### src/rtl/gpio_sc_pkg.sv
package gpio_sc_pkg;
  localparam int DATA_W   = 32;
  localparam int LANE_W   = 8;
  localparam int BE_W     = DATA_W / LANE_W;
  localparam int NIB_W    = 4;
  // Byte lanes and field positions that the bus decodes
  localparam int LANE_DAT = 1;
  localparam int LANE_CLR = 2;
  localparam int LANE_SET = 3;
  localparam int DAT_LO   = LANE_DAT * LANE_W;
  localparam int CLR_LO   = LANE_CLR * LANE_W;
  localparam int SET_LO   = CLR_LO + NIB_W;
  localparam int PIN_LO   = LANE_SET * LANE_W + NIB_W;
endpackage

### src/rtl/gpio_sc_rst_sync.sv
module gpio_sc_rst_sync #(
  parameter int STAGES = 2
) (
  input  logic clk,
  input  logic rst_n_i,
  output logic rst_n_o
);
  logic [STAGES-1:0] sync_q;
  logic [STAGES-1:0] sync_d;

  always_comb begin
    sync_d = {sync_q[STAGES-2:0], 1'b1};
  end

  always_ff @(posedge clk or negedge rst_n_i) begin
    if (!rst_n_i) sync_q <= '0;
    else          sync_q <= sync_d;
  end

  assign rst_n_o = sync_q[STAGES-1];
endmodule

### src/rtl/gpio_sc_oe_reg.sv
module gpio_sc_oe_reg #(
  parameter int PIN_W = 4
) (
  input  logic             clk,
  input  logic             rst_n,
  input  logic             set_we,
  input  logic             clr_we,
  input  logic [PIN_W-1:0] set_bits,
  input  logic [PIN_W-1:0] clr_bits,
  output logic [PIN_W-1:0] oe
);
  logic [PIN_W-1:0] oe_d;
  logic [PIN_W-1:0] set_m;
  logic [PIN_W-1:0] clr_m;
  logic             oe_en;

  always_comb begin
    set_m = set_we ? set_bits : '0;
    clr_m = clr_we ? clr_bits : '0;
    oe_en = set_we | clr_we;
    // clear wins over set on the same pin
    oe_d  = (oe | set_m) & ~clr_m;
  end

  always_ff @(posedge clk or negedge rst_n) begin
    if (!rst_n)     oe <= '0;
    else if (oe_en) oe <= oe_d;
  end

  assert_clear_R2: assert property (@(posedge clk) disable iff (!rst_n)
    clr_we |=> ((oe & $past(clr_bits)) == '0));

  assert_set_R3: assert property (@(posedge clk) disable iff (!rst_n)
    (set_we && !clr_we) |=> ((oe & $past(set_bits)) == $past(set_bits)));

  assert_hold_R4: assert property (@(posedge clk) disable iff (!rst_n)
    (!set_we && !clr_we) |=> $stable(oe));

  assert_clear_wins_R5: assert property (@(posedge clk) disable iff (!rst_n)
    (set_we && clr_we) |=> ((oe & $past(clr_bits)) == '0));
endmodule

### src/rtl/gpio_sc_dout_reg.sv
module gpio_sc_dout_reg #(
  parameter int PIN_W = 4
) (
  input  logic             clk,
  input  logic             rst_n,
  input  logic             dat_we,
  input  logic [PIN_W-1:0] dat_bits,
  output logic [PIN_W-1:0] dout
);
  logic [PIN_W-1:0] dout_d;

  always_comb begin
    dout_d = dat_bits;
  end

  always_ff @(posedge clk or negedge rst_n) begin
    if (!rst_n)      dout <= '0;
    else if (dat_we) dout <= dout_d;
  end

  assert_load_R9: assert property (@(posedge clk) disable iff (!rst_n)
    dat_we |=> (dout == $past(dat_bits)));

  assert_keep_R9: assert property (@(posedge clk) disable iff (!rst_n)
    !dat_we |=> $stable(dout));
endmodule

### src/rtl/gpio_sc_in_sync.sv
module gpio_sc_in_sync #(
  parameter int PIN_W = 4
) (
  input  logic             clk,
  input  logic             rst_n,
  input  logic [PIN_W-1:0] pin_in,
  output logic [PIN_W-1:0] pin_q
);
  logic [PIN_W-1:0] pin_d;

  always_comb begin
    pin_d = pin_in;
  end

  always_ff @(posedge clk or negedge rst_n) begin
    if (!rst_n) pin_q <= '0;
    else        pin_q <= pin_d;
  end

  assert_follow_R7: assert property (@(posedge clk) disable iff (!rst_n)
    1'b1 |=> (pin_q == $past(pin_in)));
endmodule

### src/rtl/gpio_setclr_regs.sv
module gpio_setclr_regs
  import gpio_sc_pkg::*;
#(
  parameter int PIN_W      = NIB_W,
  parameter int RST_STAGES = 2
) (
  input  logic              clk,
  input  logic              rst_n,
  input  logic              wr_en,
  input  logic [BE_W-1:0]   wr_be_n,
  input  logic [DATA_W-1:0] wr_data,
  output logic [DATA_W-1:0] rd_data,
  input  logic [PIN_W-1:0]  pin_in,
  output logic [PIN_W-1:0]  pin_out,
  output logic [PIN_W-1:0]  pin_oe
);
  logic             rst_sync_n;
  logic             set_we;
  logic             clr_we;
  logic             dat_we;
  logic [PIN_W-1:0] oe;
  logic [PIN_W-1:0] dout;
  logic [PIN_W-1:0] pin_q;
  logic             unused_bits;

  assign set_we = wr_en & ~wr_be_n[LANE_SET];
  assign clr_we = wr_en & ~wr_be_n[LANE_CLR];
  assign dat_we = wr_en & ~wr_be_n[LANE_DAT];
  assign unused_bits = ^{wr_be_n[0], wr_data[DAT_LO-1:0],
                         wr_data[CLR_LO-1:DAT_LO+PIN_W],
                         wr_data[DATA_W-1:SET_LO+PIN_W]};

  gpio_sc_rst_sync #(.STAGES(RST_STAGES)) i_rst_sync (
    .clk     (clk),
    .rst_n_i (rst_n),
    .rst_n_o (rst_sync_n)
  );

  gpio_sc_oe_reg #(.PIN_W(PIN_W)) i_oe_reg (
    .clk      (clk),
    .rst_n    (rst_sync_n),
    .set_we   (set_we),
    .clr_we   (clr_we),
    .set_bits (wr_data[SET_LO +: PIN_W]),
    .clr_bits (wr_data[CLR_LO +: PIN_W]),
    .oe       (oe)
  );

  gpio_sc_dout_reg #(.PIN_W(PIN_W)) i_dout_reg (
    .clk      (clk),
    .rst_n    (rst_sync_n),
    .dat_we   (dat_we),
    .dat_bits (wr_data[DAT_LO +: PIN_W]),
    .dout     (dout)
  );

  gpio_sc_in_sync #(.PIN_W(PIN_W)) i_in_sync (
    .clk    (clk),
    .rst_n  (rst_sync_n),
    .pin_in (pin_in),
    .pin_q  (pin_q)
  );

  always_comb begin
    rd_data = '0;
    rd_data[DAT_LO +: PIN_W] = dout;
    rd_data[CLR_LO +: PIN_W] = oe;
    rd_data[SET_LO +: PIN_W] = oe;
    rd_data[PIN_LO +: PIN_W] = pin_q;
  end

  genvar g;
  generate
    for (g = 0; g < PIN_W; g++) begin : g_pin
      assign pin_oe[g]  = oe[g];
      assign pin_out[g] = oe[g] ? dout[g] : 1'b0;
    end
  endgenerate

  assert_rd_matches_oe_R6: assert property (@(posedge clk) disable iff (!rst_sync_n)
    1'b1 |=> (rd_data[SET_LO +: PIN_W] == pin_oe));
endmodule

### config.mk
export PLATFORM = sky130hd
export DESIGN_NAME = gpio_setclr_regs
export DESIGN_NICKNAME = d
export VERILOG_FILES = /design/src/rtl/gpio_sc_pkg.sv /design/src/rtl/gpio_sc_rst_sync.sv /design/src/rtl/gpio_sc_oe_reg.sv /design/src/rtl/gpio_sc_dout_reg.sv /design/src/rtl/gpio_sc_in_sync.sv /design/src/rtl/gpio_setclr_regs.sv
export SDC_FILE = /design/constraint.sdc
export NUM_CORES = 1
export LEC_CHECK = 0
export ABC_AREA = 1
export CORE_ASPECT_RATIO = 1.1
export CORE_MARGIN = 2
export CORE_UTILIZATION = 29
export CTS_CLUSTER_DIAMETER = 50
export DETAILED_ROUTE_END_ITERATION = 8
export GPL_ROUTABILITY_DRIVEN = 0
export PLACE_DENSITY = 0.82
export SYNTH_ARGS = -nofsm -noshare
export SYNTH_HDL_FRONTEND = slang
export SYNTH_HIERARCHICAL = 1
export SYNTH_SLANG_ARGS = --single-unit
export TNS_END_PERCENT = 30
### constraint.sdc
create_clock -name clk -period 1.26 [get_ports clk]
set_input_delay 0.189 -clock clk [delete_from_list [all_inputs] [get_ports clk]]
set_output_delay 0.189 -clock clk [all_outputs]
set_load 0.05 [all_outputs]
==> results.json, run 1 <==
{
  "outcome": "completed",
  "rsz0062_at_grt": "no",
  "row_count": 19,
  "drive_above_1_share": 0.316,
  "final_cell_mix": "32 x nand2_1, 24 x buf_12, 21 x clkdlybuf4s50_1",
  "portBuffers": 45,
  "multi_input_area_um2": 203,
  "dp_cells": 160,
  "h-tree-depth": 1,
  "drtIter0Drc": 1,
  "post-dp-hpwl_um": 1520,
  "grt_overflow_total": 0,
  "antenna_found_initial": 0,
  "clockBufferDepth": 2,
  "drtAntennaViolNets": 0,
  "synth_cells": 89,
  "dieArea_um2": 2930,
  "final_cells": 167,
  "busiest_layer": "met2",
  "initial_core_util": 0.298,
  "p_leak_nw": 0.744,
  "nets": 180,
  "grt_pass1_wl_um": 2680,
  "fmax_mhz": 844,
  "ir_worst_vdd_v": 0.000762,
  "cap_viol_max_count": 0,
  "yosysWarnings": 6,
  "cellPowerDensity_nw_per_um2": 1390,
  "yosysUniqueCellTypes": 7,
  "die_w_um": 51.8,
  "cts_buffers": 3,
  "avgSynthCellArea_um2": 8.20,
  "hp-class": "input pin to async pin",
  "core_um2": 2450,
  "cp-end-kind": "output port",
  "route.vias.total": 600,
  "path_clk_slew_ns": 0.09,
  "fill_cells": 214,
  "path_max_fanout": 3,
  "grt_use_met2": 0.257,
  "crit_required_ns": 1.07,
  "critPathArrivalTime_ns": 1.00,
  "num_antenna_cells": 0,
  "finalHoldViolCount": 0,
  "setup_viol": 0,
  "setup.worst_path.start_class": "flop",
  "grt_max_degree": 13,
  "finalMaxSlewViolations": 0,
  "drc_errors": 0,
  "layout_commonest_cell": "nand2_1",
  "area_delta_synth_final_pct": 95.4,
  "grt_use_met1": 0.110,
  "use_met3": 0.0319,
  "period_share": 0.940,
  "vias_per_cell": 3.59,
  "cts_num_sinks": 14,
  "root_buffer": "clkbuf_4",
  "wire_per_inst_um": 10.2,
  "die_h_um": 56.6,
  "skew_ns": 0.00547,
  "yosysSeqAreaShare": 0.480,
  "critPathKind": "flop to output port",
  "cts_tree": "yes",
  "seq_area_um2": 352,
  "whs_ns": 0.0685,
  "firstDrtPassIters": 2,
  "io_pins": 83,
  "timing.final.crit_period_ns": 1.18,
  "track_usage": 0.129,
  "ys_seq_elements": 14,
  "routed_wirelength_um": 1710,
  "syn_area_um2": 729,
  "worstSkewPairLatency_ns": 0.28,
  "grt_pass1_vias": 587
}
per-layer routing:
metal	routed length, um	share of wire
met1	481	0.28
met2	1080	0.63
met3	135	0.079
met4	10	0.0058
met5	0	0
final timing paths:
path	from	to	slack (ns)	cells past startpoint
worst max register to register	i_oe_reg/oe[1]	i_oe_reg/oe[1]	0.41	5
min in group clk	pin_in[1]	i_in_sync/pin_q[1]	0.36	1
worst min register to register	i_rst_sync/sync_q[1]	i_oe_reg/oe[3]	0.19	0
max in group asynchronous	i_rst_sync/sync_q[1]	i_oe_reg/oe[0]	0.71	0
worst min-delay path	rst_n	i_rst_sync/sync_q[1]	0.07	1
worst max-delay path	i_oe_reg/oe[0]	rd_data[16]	0.08	2
power by group:
part           internal, mW  switching, mW
logic                 0.496          0.626
registers             0.496         0.0455
clock network         0.176          0.142
Yosys cell counts (all sizes together):
| cell type | n | share of area |
|---|---|---|
| nand2 | 32 | 0.16 |
| buf | 24 | 0.25 |
| inv | 14 | 0.072 |
| dfrtp | 14 | 0.48 |
| nor2 | 3 | 0.026 |
| conb | 2 | 0.010 |
what timing repair did:
item | 4_1_cts | 5_1_grt
setup buffers | 2 | 1
setup endpoints to repair | 1 | 3
gates resized for setup | 0 | 2
hold endpoints to repair | 0 | 0
hold buffers | 0 | 0
cells by family after synthesis:
family | Yosys count | share of synthesized area
buffers and inverters | 38 | 0.319
other | 2 | 0.0103
AND/OR/NAND/NOR | 35 | 0.190
flip-flops | 14 | 0.480
area by class of cell:
cell class,instances,area share
clock buffers,4,0.0255
inverters,14,0.0369
multi-input cells,52,0.142
flip-flops and latches,14,0.247
well taps,31,0.0272
repair buffers,52,0.522
registers in the layout, indices dropped and copies added (netlist names):
| signal | count |
|---|---|
| i_dout_reg/dout | 4 |
| i_in_sync/pin_q | 4 |
| i_oe_reg/oe | 4 |
| i_rst_sync/sync_q | 2 |
critical path: stages (launching register included):
cell and delay [ns]:
dfrtp_2 0.42, buf_4 0.16, buf_12 0.14
per-stage QoR:
step	power (mW)	utilization	TNS (ns)	setup WS, ns	cell area [um2]
2_1_floorplan	1.17	-	-0.0162	-0.00539	787
3_5_place_dp	1.66	0.558	0	0.0497	1370
4_1_cts	2.00	0.579	0	0.0360	1420
5_1_grt	2.07	0.582	0	0.00297	1430
3_3_place_gp	1.64	0.558	0	0.103	1370
6_report	1.98	0.582	0	0.0752	1430
Power figures use the tool's default switching activity.
==> run 2: changes to the inputs <==
--- a/config.mk
+++ b/config.mk
@@ -12,9 +12,8 @@
 export CTS_CLUSTER_DIAMETER = 50
 export DETAILED_ROUTE_END_ITERATION = 8
 export GPL_ROUTABILITY_DRIVEN = 0
-export PLACE_DENSITY = 0.82
+export PLACE_DENSITY = 0.81
 export SYNTH_ARGS = -nofsm -noshare
 export SYNTH_HDL_FRONTEND = slang
-export SYNTH_HIERARCHICAL = 1
 export SYNTH_SLANG_ARGS = --single-unit
 export TNS_END_PERCENT = 30
==> results.json, run 2 <==
{
  "outcome": "completed",
  "antenna_found_initial": 0,
  "synthTopCellsByArea": "dfrtp_1 47%, buf_4 24%, nand2_1 11%, inv_1 7.5%, nand3_1 7.3%",
  "rsz0062_at_grt": "yes",
  "setup_viol": 0,
  "period_share": 0.964,
  "ys_seq_elements": 14,
  "num_antenna_cells": 0,
  "intPower_mw": 1.18,
  "grt_pass1_vias": 692,
  "firstDrtPassIters": 2,
  "io_pins": 83,
  "finalMaxSlewViolations": 0,
  "reg_top3": "i_dout_reg.dout x4, i_in_sync.pin_q x4, i_oe_reg.oe x4",
  "p_leak_nw": 0.764,
  "finalHoldViolCount": 0,
  "fill_cells": 217,
  "cts_buffers": 3,
  "yosysSeqAreaShare": 0.467,
  "route.vias.total": 656,
  "post-dp-hpwl_um": 1540,
  "yosysMostFrequentCell": "buf_4",
  "drtAntennaViolNets": 0,
  "track_usage": 0.126,
  "dieArea_um2": 3010,
  "path_clk_slew_ns": 0.08,
  "area_delta_synth_final_pct": 94.5,
  "yosysUniqueCellTypes": 8,
  "drive_above_1_share": 0.304,
  "final_cell_mix": "24 x buf_12, 21 x nand2_1, 21 x clkdlybuf4s50_1",
  "cellPowerDensity_nw_per_um2": 1370,
  "crit_required_ns": 1.07,
  "portBuffers": 45,
  "vias_per_cell": 3.88,
  "power_frac_seq": 0.275,
  "power.total_mw": 2.00,
  "drtIter0Drc": 8,
  "power_frac_comb": 0.570,
  "synth-async-reset-ratio": 1.00,
  "die_w_um": 52.5,
  "sw_frac_of_total": 0.409,
  "worstSkewPairLatency_ns": 0.27,
  "path_max_fanout": 3,
  "row_count": 19,
  "synth_top_flop_cell": "dfrtp_1",
  "drc_errors": 0,
  "grt_overflow_total": 0,
  "grt_pass1_wl_um": 2820,
  "syn_area_um2": 749,
  "clock_power_share": 0.156,
  "cts_num_sinks": 14,
  "wire_per_inst_um": 10.3,
  "ir_worst_vdd_v": 0.000788,
  "die_h_um": 57.3,
  "synth.top_cells.by_count": "24 x buf_4, 21 x nand2_1, 15 x inv_1",
  "yosysWarnings": 0,
  "nets": 182,
  "skew_ns": 0.00101,
  "cp-end-kind": "output port",
  "holdBufCountCts": 0,
  "initial_core_util": 0.303,
  "root_buffer": "clkbuf_4",
  "h-tree-depth": 1,
  "fmax_mhz": 823,
  "hp-class": "input pin to async pin",
  "critPathKind": "flop to output port",
  "power.net_switching_mw": 0.816,
  "clockBufferDepth": 2,
  "grt_max_degree": 13,
  "layout_commonest_cell": "buf_12",
  "synth_cells": 89,
  "cts_tree": "yes",
  "setup.worst_path.start_class": "flop",
  "yosysTopAreaCellShare": 0.467,
  "yosys.area.top_type": "dfrtp_1",
  "cap_viol_max_count": 0,
  "avgSynthCellArea_um2": 8.42,
  "synth_edf_count": 0,
  "critPathArrivalTime_ns": 1.03,
  "timing.final.crit_period_ns": 1.21,
  "fin_util": 0.590,
  "routed_wirelength_um": 1730,
  "core_um2": 2470
}
## run 2: cell types whose count changed after synthesis
cell / delta
nand2_1: -11
nand3_1: +11
inv_1: +3
nor2_2: -3
inv_2: -2
buf_6: +1
nand3_2: +1
## run 2: cell type report
cell class | count | area, um2 | share of cell area
repair buffers | 55 | 766 | 0.525
flip-flops and latches | 14 | 353 | 0.242
multi-input cells | 50 | 208 | 0.142
inverters | 15 | 56.3 | 0.0386
well taps | 31 | 38.8 | 0.0266
clock buffers | 4 | 36.3 | 0.0249
## run 2: final timing paths
| kind | from | to | slack [ns] | depth (start not counted) |
|---|---|---|---|---|
| setup / recovery | i_oe_reg.oe[1] | rd_data[17] | 0.05 | 2 |
| hold / removal | rst_n | i_rst_sync.sync_q[1] | 0.07 | 1 |
| setup reg to reg | i_oe_reg.oe[1] | i_oe_reg.oe[1] | 0.36 | 5 |
| hold reg to reg | i_rst_sync.sync_q[1] | i_in_sync.pin_q[3] | 0.20 | 0 |
| max in group asynchronous | i_rst_sync.sync_q[1] | i_oe_reg.oe[2] | 0.72 | 0 |
| min in group clk | pin_in[3] | i_in_sync.pin_q[3] | 0.35 | 1 |
## run 2: logic make-up after synthesis
kind of cell  Yosys count  share of synthesized area
simple gates           33                      0.192
flops                  14                      0.467
buf+inv                40                      0.331
other cells             2                     0.0100
## run 2: power groups by stage
stage / Clock [mW] / Sequential [mW] / Combinational (mW)
after global routing: 0.357 / 0.557 / 1.18
after floorplan: 0 / 0.698 / 0.476
after global placement: 0 / 0.574 / 1.07
final: 0.311 / 0.549 / 1.14
after detailed placement: 0 / 0.575 / 1.09
after CTS: 0.322 / 0.555 / 1.12
## run 2: per-stage QoR
stage          cells  TNS (ns)  setup WS [ns]  instance area, um2  hold slack, ns
2_1_floorplan    104  -0.00539       -0.00539                 807          -0.107
3_3_place_gp     160         0          0.121                1380           0.193
3_5_place_dp     160         0          0.105                1380           0.203
4_1_cts          166         0         0.0302                1430          0.0662
5_1_grt          169   -0.0206        -0.0110                1460          0.0521
6_report         169         0         0.0457                1460          0.0734
## run 2: per-layer routing
metal  up-vias  part of all wire  GRT usage
met5         -                 0          0
met4         0             0.011     0.0476
met3         2             0.076     0.0262
met2        38              0.61      0.261
met1       295              0.30      0.111
li1        321                 -          -
## run 2: critical path: stages, from the launching register on
cell and delay [ns]:
dfrtp_1 0.43, buf_4 0.18, buf_12 0.14
## run 2: repair_timing
| item | CTS | global route |
|---|---|---|
| buffers inserted | 2 | 3 |
| pin swaps | 0 | 0 |
| resized for setup | 0 | 2 |
| setup endpoints to repair | 1 | 7 |
